`config.mk`:
```
export PLATFORM = sky130hd
export DESIGN_NAME = input_capture_bank
export DESIGN_NICKNAME = d
export VERILOG_FILES = /design/src/rtl/icap_pkg.sv /design/src/rtl/icap_sync.sv /design/src/rtl/icap_trigger.sv /design/src/rtl/icap_pair.sv /design/src/rtl/input_capture_bank.sv
export SDC_FILE = /design/constraint.sdc
export NUM_CORES = 1
export LEC_CHECK = 0
export ABC_AREA = 0
export BUFFER_PORTS_ARGS = -buffer_cell sky130_fd_sc_hd__clkbuf_2
export CORE_MARGIN = 4
export CORE_UTILIZATION = 52
export CTS_BUF_LIST = sky130_fd_sc_hd__clkbuf_16
export CTS_CLUSTER_DIAMETER = 60
export DETAILED_ROUTE_END_ITERATION = 12
export PLACE_DENSITY = 0.8
export SETUP_SLACK_MARGIN = 0.1
export SYNTH_ARGS = -nofsm -noshare
export SYNTH_HDL_FRONTEND = slang
export SYNTH_SLANG_ARGS = --single-unit
```
`constraint.sdc`:
```
create_clock -name clk -period 2.1 [get_ports clk]
set_input_delay 0.21 -clock clk [delete_from_list [all_inputs] [get_ports clk]]
set_output_delay 0.21 -clock clk [all_outputs]
set_load 0.05 [all_outputs]
```
`src/rtl/icap_pkg.sv`:
```
package icap_pkg;

  typedef enum logic {
    EDGE_FALL = 1'b0,
    EDGE_RISE = 1'b1
  } edge_kind_e;

  // Pick the pulse that matches a single edge selection.
  function automatic logic edge_match(input logic sel, input logic rise, input logic fall);
    return (edge_kind_e'(sel) == EDGE_RISE) ? rise : fall;
  endfunction

  // Primary channel trigger: in history mode, unequal selects mean both edges.
  function automatic logic prim_trigger(input logic hist, input logic sel_p, input logic sel_s,
                                        input logic rise, input logic fall);
    if (hist && (sel_p != sel_s))
      return rise | fall;
    return edge_match(sel_p, rise, fall);
  endfunction

endpackage

```
`src/rtl/icap_sync.sv`:
```
module icap_sync #(
  parameter int WIDTH  = 4,
  parameter int STAGES = 2
) (
  input  logic             clk,
  input  logic             rst,
  input  logic [WIDTH-1:0] pin_i,
  output logic [WIDTH-1:0] rise_o,
  output logic [WIDTH-1:0] fall_o
);

  logic [WIDTH-1:0] chain [STAGES];
  logic [WIDTH-1:0] last_q;

  genvar s;
  generate
    for (s = 0; s < STAGES; s++) begin : g_stage
      if (s == 0) begin : g_first
        always_ff @(posedge clk) begin
          if (rst) chain[s] <= '0;
          else     chain[s] <= pin_i;
        end
      end else begin : g_next
        always_ff @(posedge clk) begin
          if (rst) chain[s] <= '0;
          else     chain[s] <= chain[s-1];
        end
      end
    end
  endgenerate

  always_ff @(posedge clk) begin
    if (rst) last_q <= '0;
    else     last_q <= chain[STAGES-1];
  end

  assign rise_o = chain[STAGES-1] & ~last_q;
  assign fall_o = ~chain[STAGES-1] & last_q;

endmodule

```
`src/rtl/icap_trigger.sv`:
```
module icap_trigger
  import icap_pkg::*;
#(
  parameter int NUM_PAIRS = 2,
  localparam int NCH = 2 * NUM_PAIRS
) (
  input  logic [NCH-1:0]       rise_i,
  input  logic [NCH-1:0]       fall_i,
  input  logic [NCH-1:0]       edge_sel_i,
  input  logic [NUM_PAIRS-1:0] buf_en_i,
  output logic [NUM_PAIRS-1:0] cap_prim_o,
  output logic [NUM_PAIRS-1:0] cap_sec_o
);

  genvar p;
  generate
    for (p = 0; p < NUM_PAIRS; p++) begin : g_pair
      localparam int SI = p + NUM_PAIRS;
      always_comb begin
        cap_prim_o[p] = prim_trigger(buf_en_i[p], edge_sel_i[p], edge_sel_i[SI],
                                     rise_i[p], fall_i[p]);
        cap_sec_o[p]  = ~buf_en_i[p] & edge_match(edge_sel_i[SI], rise_i[SI], fall_i[SI]);
      end
    end
  endgenerate

endmodule

```
`src/rtl/icap_pair.sv`:
```
module icap_pair #(
  parameter int CW = 16
) (
  input  logic          clk,
  input  logic          rst,
  input  logic [CW-1:0] count_i,
  input  logic          cap_prim_i,
  input  logic          cap_sec_i,
  input  logic          hist_i,
  input  logic          clr_prim_i,
  input  logic          clr_sec_i,
  output logic [CW-1:0] reg_prim_o,
  output logic [CW-1:0] reg_sec_o,
  output logic          flag_prim_o,
  output logic          flag_sec_o
);

  always_ff @(posedge clk) begin
    if (rst) begin
      reg_prim_o <= '0;
      reg_sec_o  <= '0;
    end else begin
      if (cap_prim_i) begin
        reg_prim_o <= count_i;
        if (hist_i) reg_sec_o <= reg_prim_o;
      end
      if (cap_sec_i) reg_sec_o <= count_i;
    end
  end

  always_ff @(posedge clk) begin
    if (rst) begin
      flag_prim_o <= 1'b0;
      flag_sec_o  <= 1'b0;
    end else begin
      flag_prim_o <= cap_prim_i | (flag_prim_o & ~clr_prim_i);
      flag_sec_o  <= cap_sec_i  | (flag_sec_o  & ~clr_sec_i);
    end
  end

endmodule

```
`src/rtl/input_capture_bank.sv`:
```
module input_capture_bank #(
  parameter int CW        = 16,
  parameter int NUM_PAIRS = 2,
  parameter int SYNC_LEN  = 2
) (
  input  logic                      clk,
  input  logic                      rst,
  input  logic [CW-1:0]             count_i,
  input  logic [2*NUM_PAIRS-1:0]    cap_pin_i,
  input  logic [2*NUM_PAIRS-1:0]    edge_sel_i,
  input  logic [NUM_PAIRS-1:0]      buf_en_i,
  input  logic [2*NUM_PAIRS-1:0]    flag_clr_i,
  output logic [2*NUM_PAIRS*CW-1:0] cap_data_o,
  output logic [2*NUM_PAIRS-1:0]    flag_o
);

  localparam int NCH = 2 * NUM_PAIRS;

  logic [NCH-1:0]       rise, fall;
  logic [NUM_PAIRS-1:0] cap_prim, cap_sec;

  icap_sync #(.WIDTH(NCH), .STAGES(SYNC_LEN)) u_sync (
    .clk    (clk),
    .rst    (rst),
    .pin_i  (cap_pin_i),
    .rise_o (rise),
    .fall_o (fall)
  );

  icap_trigger #(.NUM_PAIRS(NUM_PAIRS)) u_trig (
    .rise_i     (rise),
    .fall_i     (fall),
    .edge_sel_i (edge_sel_i),
    .buf_en_i   (buf_en_i),
    .cap_prim_o (cap_prim),
    .cap_sec_o  (cap_sec)
  );

  genvar p;
  generate
    for (p = 0; p < NUM_PAIRS; p++) begin : g_pair
      localparam int SI = p + NUM_PAIRS;
      icap_pair #(.CW(CW)) u_pair (
        .clk         (clk),
        .rst         (rst),
        .count_i     (count_i),
        .cap_prim_i  (cap_prim[p]),
        .cap_sec_i   (cap_sec[p]),
        .hist_i      (buf_en_i[p]),
        .clr_prim_i  (flag_clr_i[p]),
        .clr_sec_i   (flag_clr_i[SI]),
        .reg_prim_o  (cap_data_o[p*CW +: CW]),
        .reg_sec_o   (cap_data_o[SI*CW +: CW]),
        .flag_prim_o (flag_o[p]),
        .flag_sec_o  (flag_o[SI])
      );
    end
  endgenerate

endmodule

```
==> flow_metrics.py, run 1 <==
metrics = {
    "sta": {
        "finalCritPeriodShare_pct": 87.8,
        "setup_tns_ps": 0,
        "finalCriticalPeriod_ps": 1840,
        "finalSetupViolations": 0,
        "rsz0062_at_grt": "no",
        "slew_viol_final": 0,
        "worst_slew_pin_slew_ps": 553,
        "fmax_ghz": 0.542,
        "hold_viol": 0,
        "slew_headroom_pct": 62.6,
        "skew_ps": 8.89,
    },
    "pwr": {
        "ir_drop_mv": 0.534,
        "powerDensity_nw_per_um2": 857,
        "p_leak_nw": 1.95,
        "totalPowerFinal_mw": 3.73,
    },
    "final_layout": {
        "multiInputGateArea_um2": 1740,
        "antenna-diode-count": 0,
        "layout-drive-gt1-share_pct": 27.4,
        "final.fill_count": 535,
        "area_growth_syn_to_layout_pct": 24.2,
        "layout.nets": 509,
        "register_area_um2": 1600,
    },
    "synth": {
        "netlist_area_um2": 3510,
        "syn_nets": 420,
        "synth-async-reset-ratio_pct": 0,
        "yosysWarnings": 0,
        "seq_area_frac_synth_pct": 45.7,
        "avgSynthCellArea_um2": 9.13,
        "synthDistinctLibCells": 34,
        "ys_top_cells_by_area": "dfxtp_1 46%, mux2i_1 9.4%, nand2b_1 6.6%",
        "synth_ff_type": "dfxtp_1",
        "syn_inst": 384,
        "ys_seq_elements": 80,
        "synth-edff-count": 0,
        "netlist.area_leader.share_pct": 45.7,
        "synth_top_area_cell": "dfxtp_1",
    },
    "clock_network": {
        "ctsHoldBuffers": 0,
        "cts_tree": "done",
        "cts_setup_buffers": 0,
        "clock_latency_ps": 330,
        "clock_path_buffers": 2,
        "htreeDepth": 3,
        "cts_num_sinks": 80,
        "clk_pin_slew_ps": 60,
        "ctsRootBufferMaster": "clkbuf_16",
        "numCtsBuffers": 9,
    },
    "routing": {
        "routedWlPerCell_um": 16.4,
        "wirelength_mm": 9.08,
        "ant_nets": 0,
        "vias": 3218,
        "drt_first_pass_iters": 4,
        "dr.first_iter.drc_count": 203,
        "drc": 0,
        "viasPerCell": 5.80,
    },
    "global_route": {
        "grtUsageTotal_pct": 22.6,
        "antenna_found_initial": 0,
        "grt_overflow": 0,
        "grt_max_degree": 97,
        "first_global_vias": 3113,
        "grt_first_pass_wirelength_mm": 15.3,
    },
    "worst_setup_path": {
        "crit_type": "flip-flop to flip-flop",
        "worst_ep_required_time_ps": 2340,
        "crit_path_max_fanout": 16,
        "start_kind": "flip-flop",
        "cp.arrival_ps": 2080,
        "cp-end-kind": "flip-flop",
    },
    "outcome": {
        "outcome": "completed",
    },
    "min_path": {
        "hp-class": "input port to flip-flop",
    },
    "floorplan": {
        "die_w_um": 90.1,
        "die_y_um": 90.1,
        "io-pin-count": 100,
        "core-area_um2": 6460,
        "num_rows": 29,
        "die_area_um2": 8120,
        "start_util_pct": 54.3,
    },
    "placed_design": {
        "portBuffers": 99,
        "gp_congestion": 0.812,
        "dp_hpwl_mm": 6.07,
    },
    "job": {
        "max_cap_violations": 0,
    },
}
[layout by cell type, fill, tap and decap left out, drive strengths merged, types with 2 or more instances in the layout]
master  count
a311oi     16
nor2b      16
nand2       6
buf        13
ha          4
nor2       36
nor4b       2
clkinv      4
dfxtp      80
a21oi      19
o21ai      17
nand3      33
a211oi     17
nor4bb      3
nand2b     37
clkbuf    108
mux2i      33
nand4      16
inv         5
[worst max-delay path, stage by stage (launching register included)]
cell and delay [ps]:
dfxtp_1 340, inv_1 50, ha_1 310, or2_2 320
nand3_1 90, buf_4 210, nand4_1 130, a311oi_1 300
[timing repair]
action                                 4_1_cts  5_1_grt
endpoints found under the hold margin        0        0
gates resized for setup                      0        1
setup endpoints to repair                    0        1
[layout make-up]
class | instances | area share (%)
Clock buffer | 9 | 5.17
Tap cell | 77 | 2.21
Sequential cell | 80 | 36.8
Multi-Input combinational cell | 266 | 39.8
Timing Repair Buffer | 112 | 14.2
Clock inverter | 7 | 1.47
Inverter | 4 | 0.345
[cells by family after synthesis]
family,Yosys count,synth area share [%]
adder cells (fa/ha/maj),4,1.43
buffers and inverters,38,5.03
multiplexers,33,9.42
AO/OA/AOI/OAI,75,14.6
AND/OR/NAND/NOR,153,23.7
XOR/XNOR,1,0.250
flip-flops,80,45.7
[sequential cells by signal, summed over array words and instances (netlist names)]
| register | flops |
|---|---|
| g_pair.u_pair.reg_prim_o | 32 |
| g_pair.u_pair.flag_sec_o | 2 |
| g_pair.u_pair.reg_sec_o | 32 |
| u_sync.chain | 8 |
| u_sync.last_q | 4 |
| g_pair.u_pair.flag_prim_o | 2 |
[layer usage]
metal | part of all wire [%] | GRT usage (%) | vias up
li1 | - | - | 1555
met4 | 1.6 | 7.40 | 0
met3 | 7.5 | 5.43 | 13
met1 | 42 | 29.4 | 1518
met5 | 0 | 0 | -
met2 | 48 | 36.9 | 132
[Yosys cell counts, types with 5 or more instances]
library cell / n
dfxtp_1: 80
nand2b_1: 37
nor2_1: 36
mux2i_1: 33
nand3_1: 33
clkbuf_1: 21
a21oi_1: 19
a211oi_1: 16
a311oi_1: 16
nand4_1: 16
nor2b_1: 16
o21ai_0: 13
buf_2: 6
nand2_1: 6
buf_4: 5
[where the power goes]
part | total (mW) | switching [mW] | internal, mW
combinational | 0.575 | 0.408 | 0.167
sequential | 1.64 | 0.0476 | 1.59
clock | 1.52 | 0.613 | 0.910
total | 3.73 | 1.07 | 2.67
[per-stage QoR]
stage / std cells / hold WS (ps) / utilization [%] / setup WS [ps] / area [um2]
after floorplan: 384 / 338 / - / 218 / 3510
after global placement: 539 / 416 / 62.9 / 397 / 4070
after detailed placement: 539 / 424 / 62.9 / 287 / 4070
after CTS: 555 / 89.7 / 67.4 / 237 / 4350
after global routing: 555 / 119 / 67.4 / 116 / 4360
final: 555 / 90.7 / 67.4 / 256 / 4360
[path summary, 6_finish.rpt]
check,startpoint,end,slack [ps],cells past startpoint
setup / recovery,u_sync.last_q[0],g_pair[0].u_pair.reg_sec_o[12],260,7
hold / removal,cap_pin_i[2],u_sync.chain[0][2],90,2
setup reg to reg,u_sync.last_q[0],g_pair[0].u_pair.reg_sec_o[12],260,7
hold reg to reg,u_sync.chain[0][2],u_sync.chain[1][2],440,1
(Power assumes the default switching activity.)
==> run 2: changes to the inputs <==
Settings changed: PLACE_DENSITY 0.8 to 0.84.
==> run 2 against run 1 <==
Against the previous run: final area fell by 0.34%; clock-buffer cell count unchanged; total power decreased by 0.13%; register-to-register slack hardly changed; largest power group unchanged; critical endpoint is now g_pair[0].u_pair.reg_sec_o[13]; maximum frequency rose by 0.30%; largest cell class unchanged; highest routed layer unchanged; sequential share of layout area increased by 0.13 points.
==> flow_metrics.py, run 2 (same netlist as run 1, synthesis figures left out) <==
metrics = {
    "outcome": {
        "outcome": "completed",
    },
    "worst_setup_path": {
        "r2r_start": "u_sync.last_q[0]",
        "ff2ff_path_depth": 7,
        "start_kind": "flip-flop",
        "worst_ep_required_time_ps": 2330,
        "crit_chain": "inv_1, ha_1, or2_2, nand3_1, buf_4, nand4_1, a311oi_1",
        "cp-end-kind": "flip-flop",
        "slowest_stage": "dfxtp_1",
        "path_delay_family": "simple AND/OR/NAND/NOR gates",
        "r2r-end": "g_pair[0].u_pair.reg_sec_o[13]",
        "rrSetupSlack_ps": 260,
        "crit_path_max_fanout": 16,
        "crit_buf_inv": 2,
        "slowest_delay_ps": 330,
        "crit_type": "flip-flop to flip-flop",
        "cp.arrival_ps": 2070,
    },
    "clock_network": {
        "cts_num_sinks": 80,
        "clk_pin_slew_ps": 60,
        "cts_setup_buffers": 0,
        "clock_latency_ps": 330,
        "cts_tree": "done",
        "htreeDepth": 3,
        "numCtsBuffers": 9,
        "ctsRootBufferMaster": "clkbuf_16",
        "clock_path_buffers": 2,
    },
    "routing": {
        "wirelength_mm": 9.07,
        "ant_nets": 0,
        "routedWlPerCell_um": 16.4,
        "vias": 3122,
        "dr.first_iter.drc_count": 154,
        "drc": 0,
        "viasPerCell": 5.66,
        "drt_first_pass_iters": 4,
    },
    "final_layout": {
        "area_growth_syn_to_layout_pct": 23.8,
        "post-route-cell-area_um2": 4340,
        "final.fill_count": 531,
        "final_cell_mix": "99 x clkbuf_2, 80 x dfxtp_1, 37 x nand2b_1, 34 x nor2_1",
        "antenna-diode-count": 0,
        "utilization_pct": 67.2,
        "layout-drive-gt1-share_pct": 26.9,
        "layout_commonest_cell": "clkbuf_2",
        "reg_top3": "g_pair.u_pair.reg_prim_o: 32 flops, g_pair.u_pair.reg_sec_o: 32 flops, u_sync.chain: 8 flops",
        "fin_cells": 552,
        "layout.nets": 506,
    },
    "placed_design": {
        "dp_hpwl_mm": 6.00,
        "gp_congestion": 0.805,
        "place_area_um2": 4040,
        "post-place-ws_ps": 246,
        "portBuffers": 99,
        "dp_cells": 536,
    },
    "pwr": {
        "totalPowerFinal_mw": 3.73,
        "p_comb_share_pct": 15.5,
        "switching_share_pct": 28.5,
        "p_leak_nw": 1.93,
        "intPower_mw": 2.66,
        "seqPwrFrac_pct": 43.9,
        "ir_drop_mv": 0.482,
        "switching_power_mw": 1.06,
        "clkPwrFrac_pct": 40.7,
        "powerDensity_nw_per_um2": 859,
    },
    "floorplan": {
        "num_rows": 29,
        "die_w_um": 90.1,
        "core-area_um2": 6460,
        "start_util_pct": 54.3,
        "io-pin-count": 100,
        "die_y_um": 90.1,
        "die_area_um2": 8120,
    },
    "sta": {
        "finalCritPeriodShare_pct": 87.6,
        "fmax_ghz": 0.544,
        "setup_tns_ps": 0,
        "slew_viol_final": 0,
        "worst_slew_pin_slew_ps": 659,
        "finalCriticalPeriod_ps": 1840,
        "hold_viol": 0,
        "finalSetupViolations": 0,
        "rsz0062_at_grt": "no",
        "fin_hold_ws_ps": 91.0,
        "skew_ps": 5.55,
        "setup_ws_ps": 261,
        "slew_headroom_pct": 55.9,
    },
    "global_route": {
        "antenna_found_initial": 0,
        "grt_max_degree": 97,
        "first_global_vias": 3103,
        "grt_first_pass_wirelength_mm": 15.0,
        "grtUsageTotal_pct": 22.2,
        "grt_overflow": 0,
    },
    "min_path": {
        "hp-class": "input port to flip-flop",
        "min_path_cells": 2,
        "min_to": "u_sync.chain[0][2]",
        "worst_hold_startpoint": "cap_pin_i[2]",
    },
    "job": {
        "max_cap_violations": 0,
    },
}
==> run 2: changes by cell type in the layout (fill, tap and decap cells not counted), sizes merged <==
| cell | before | now |
|---|---|---|
| buf | 13 | 10 |
| clkinv | 4 | 1 |
| clkinvlp | 1 | 3 |
| inv | 5 | 6 |
==> run 2: what timing repair did <==
action | CTS | global route
endpoints found under the hold margin | 0 | 0
hold buffers | 0 | 0
resized for setup | 0 | 2
endpoints found under the setup margin | 0 | 4
==> run 2: how the worst max path moves through the flow <==
stage	start	endpoint	slack, ps	depth (start not counted)
floorplan	u_sync.last_q[0]	g_pair[0].u_pair.reg_sec_o[10]	220	7
global route	u_sync.last_q[0]	g_pair[0].u_pair.reg_sec_o[8]	110	7
CTS	u_sync.last_q[2]	g_pair[0].u_pair.reg_sec_o[6]	280	4
finish	u_sync.last_q[0]	g_pair[0].u_pair.reg_sec_o[13]	260	7
detailed placement	edge_sel_i[2]	g_pair[0].u_pair.reg_sec_o[1]	250	5
global placement	edge_sel_i[2]	g_pair[0].u_pair.reg_sec_o[9]	330	5
==> run 2: routing by layer <==
metal	vias to the layer above	GRT usage, %	routed length, um
li1	1550	-	-
met1	1463	28.3	4030
met2	97	36.0	4370
met3	12	6.09	521
met4	0	8.16	146
met5	-	0	0
==> run 2: final cells by class <==
type,count,area [um2],share of cell area (%)
timing repair buffer,109,596,13.7
multi-input combinational,266,1740,40.1
clock buffer,9,225,5.19
tap,77,96.3,2.22
sequential,80,1600,36.9
clock inverter,7,65.1,1.50
inverter,4,15.0,0.346
==> run 2: power groups by stage <==
stage          Sequential [mW]  Clock [mW]  Combinational (mW)
6_report                  1.64        1.52               0.577
5_1_grt                   1.64        1.60               0.615
4_1_cts                   1.64        1.53               0.577
3_5_place_dp              1.67           0               0.573
3_3_place_gp              1.66           0               0.564
2_1_floorplan             1.86           0               0.217
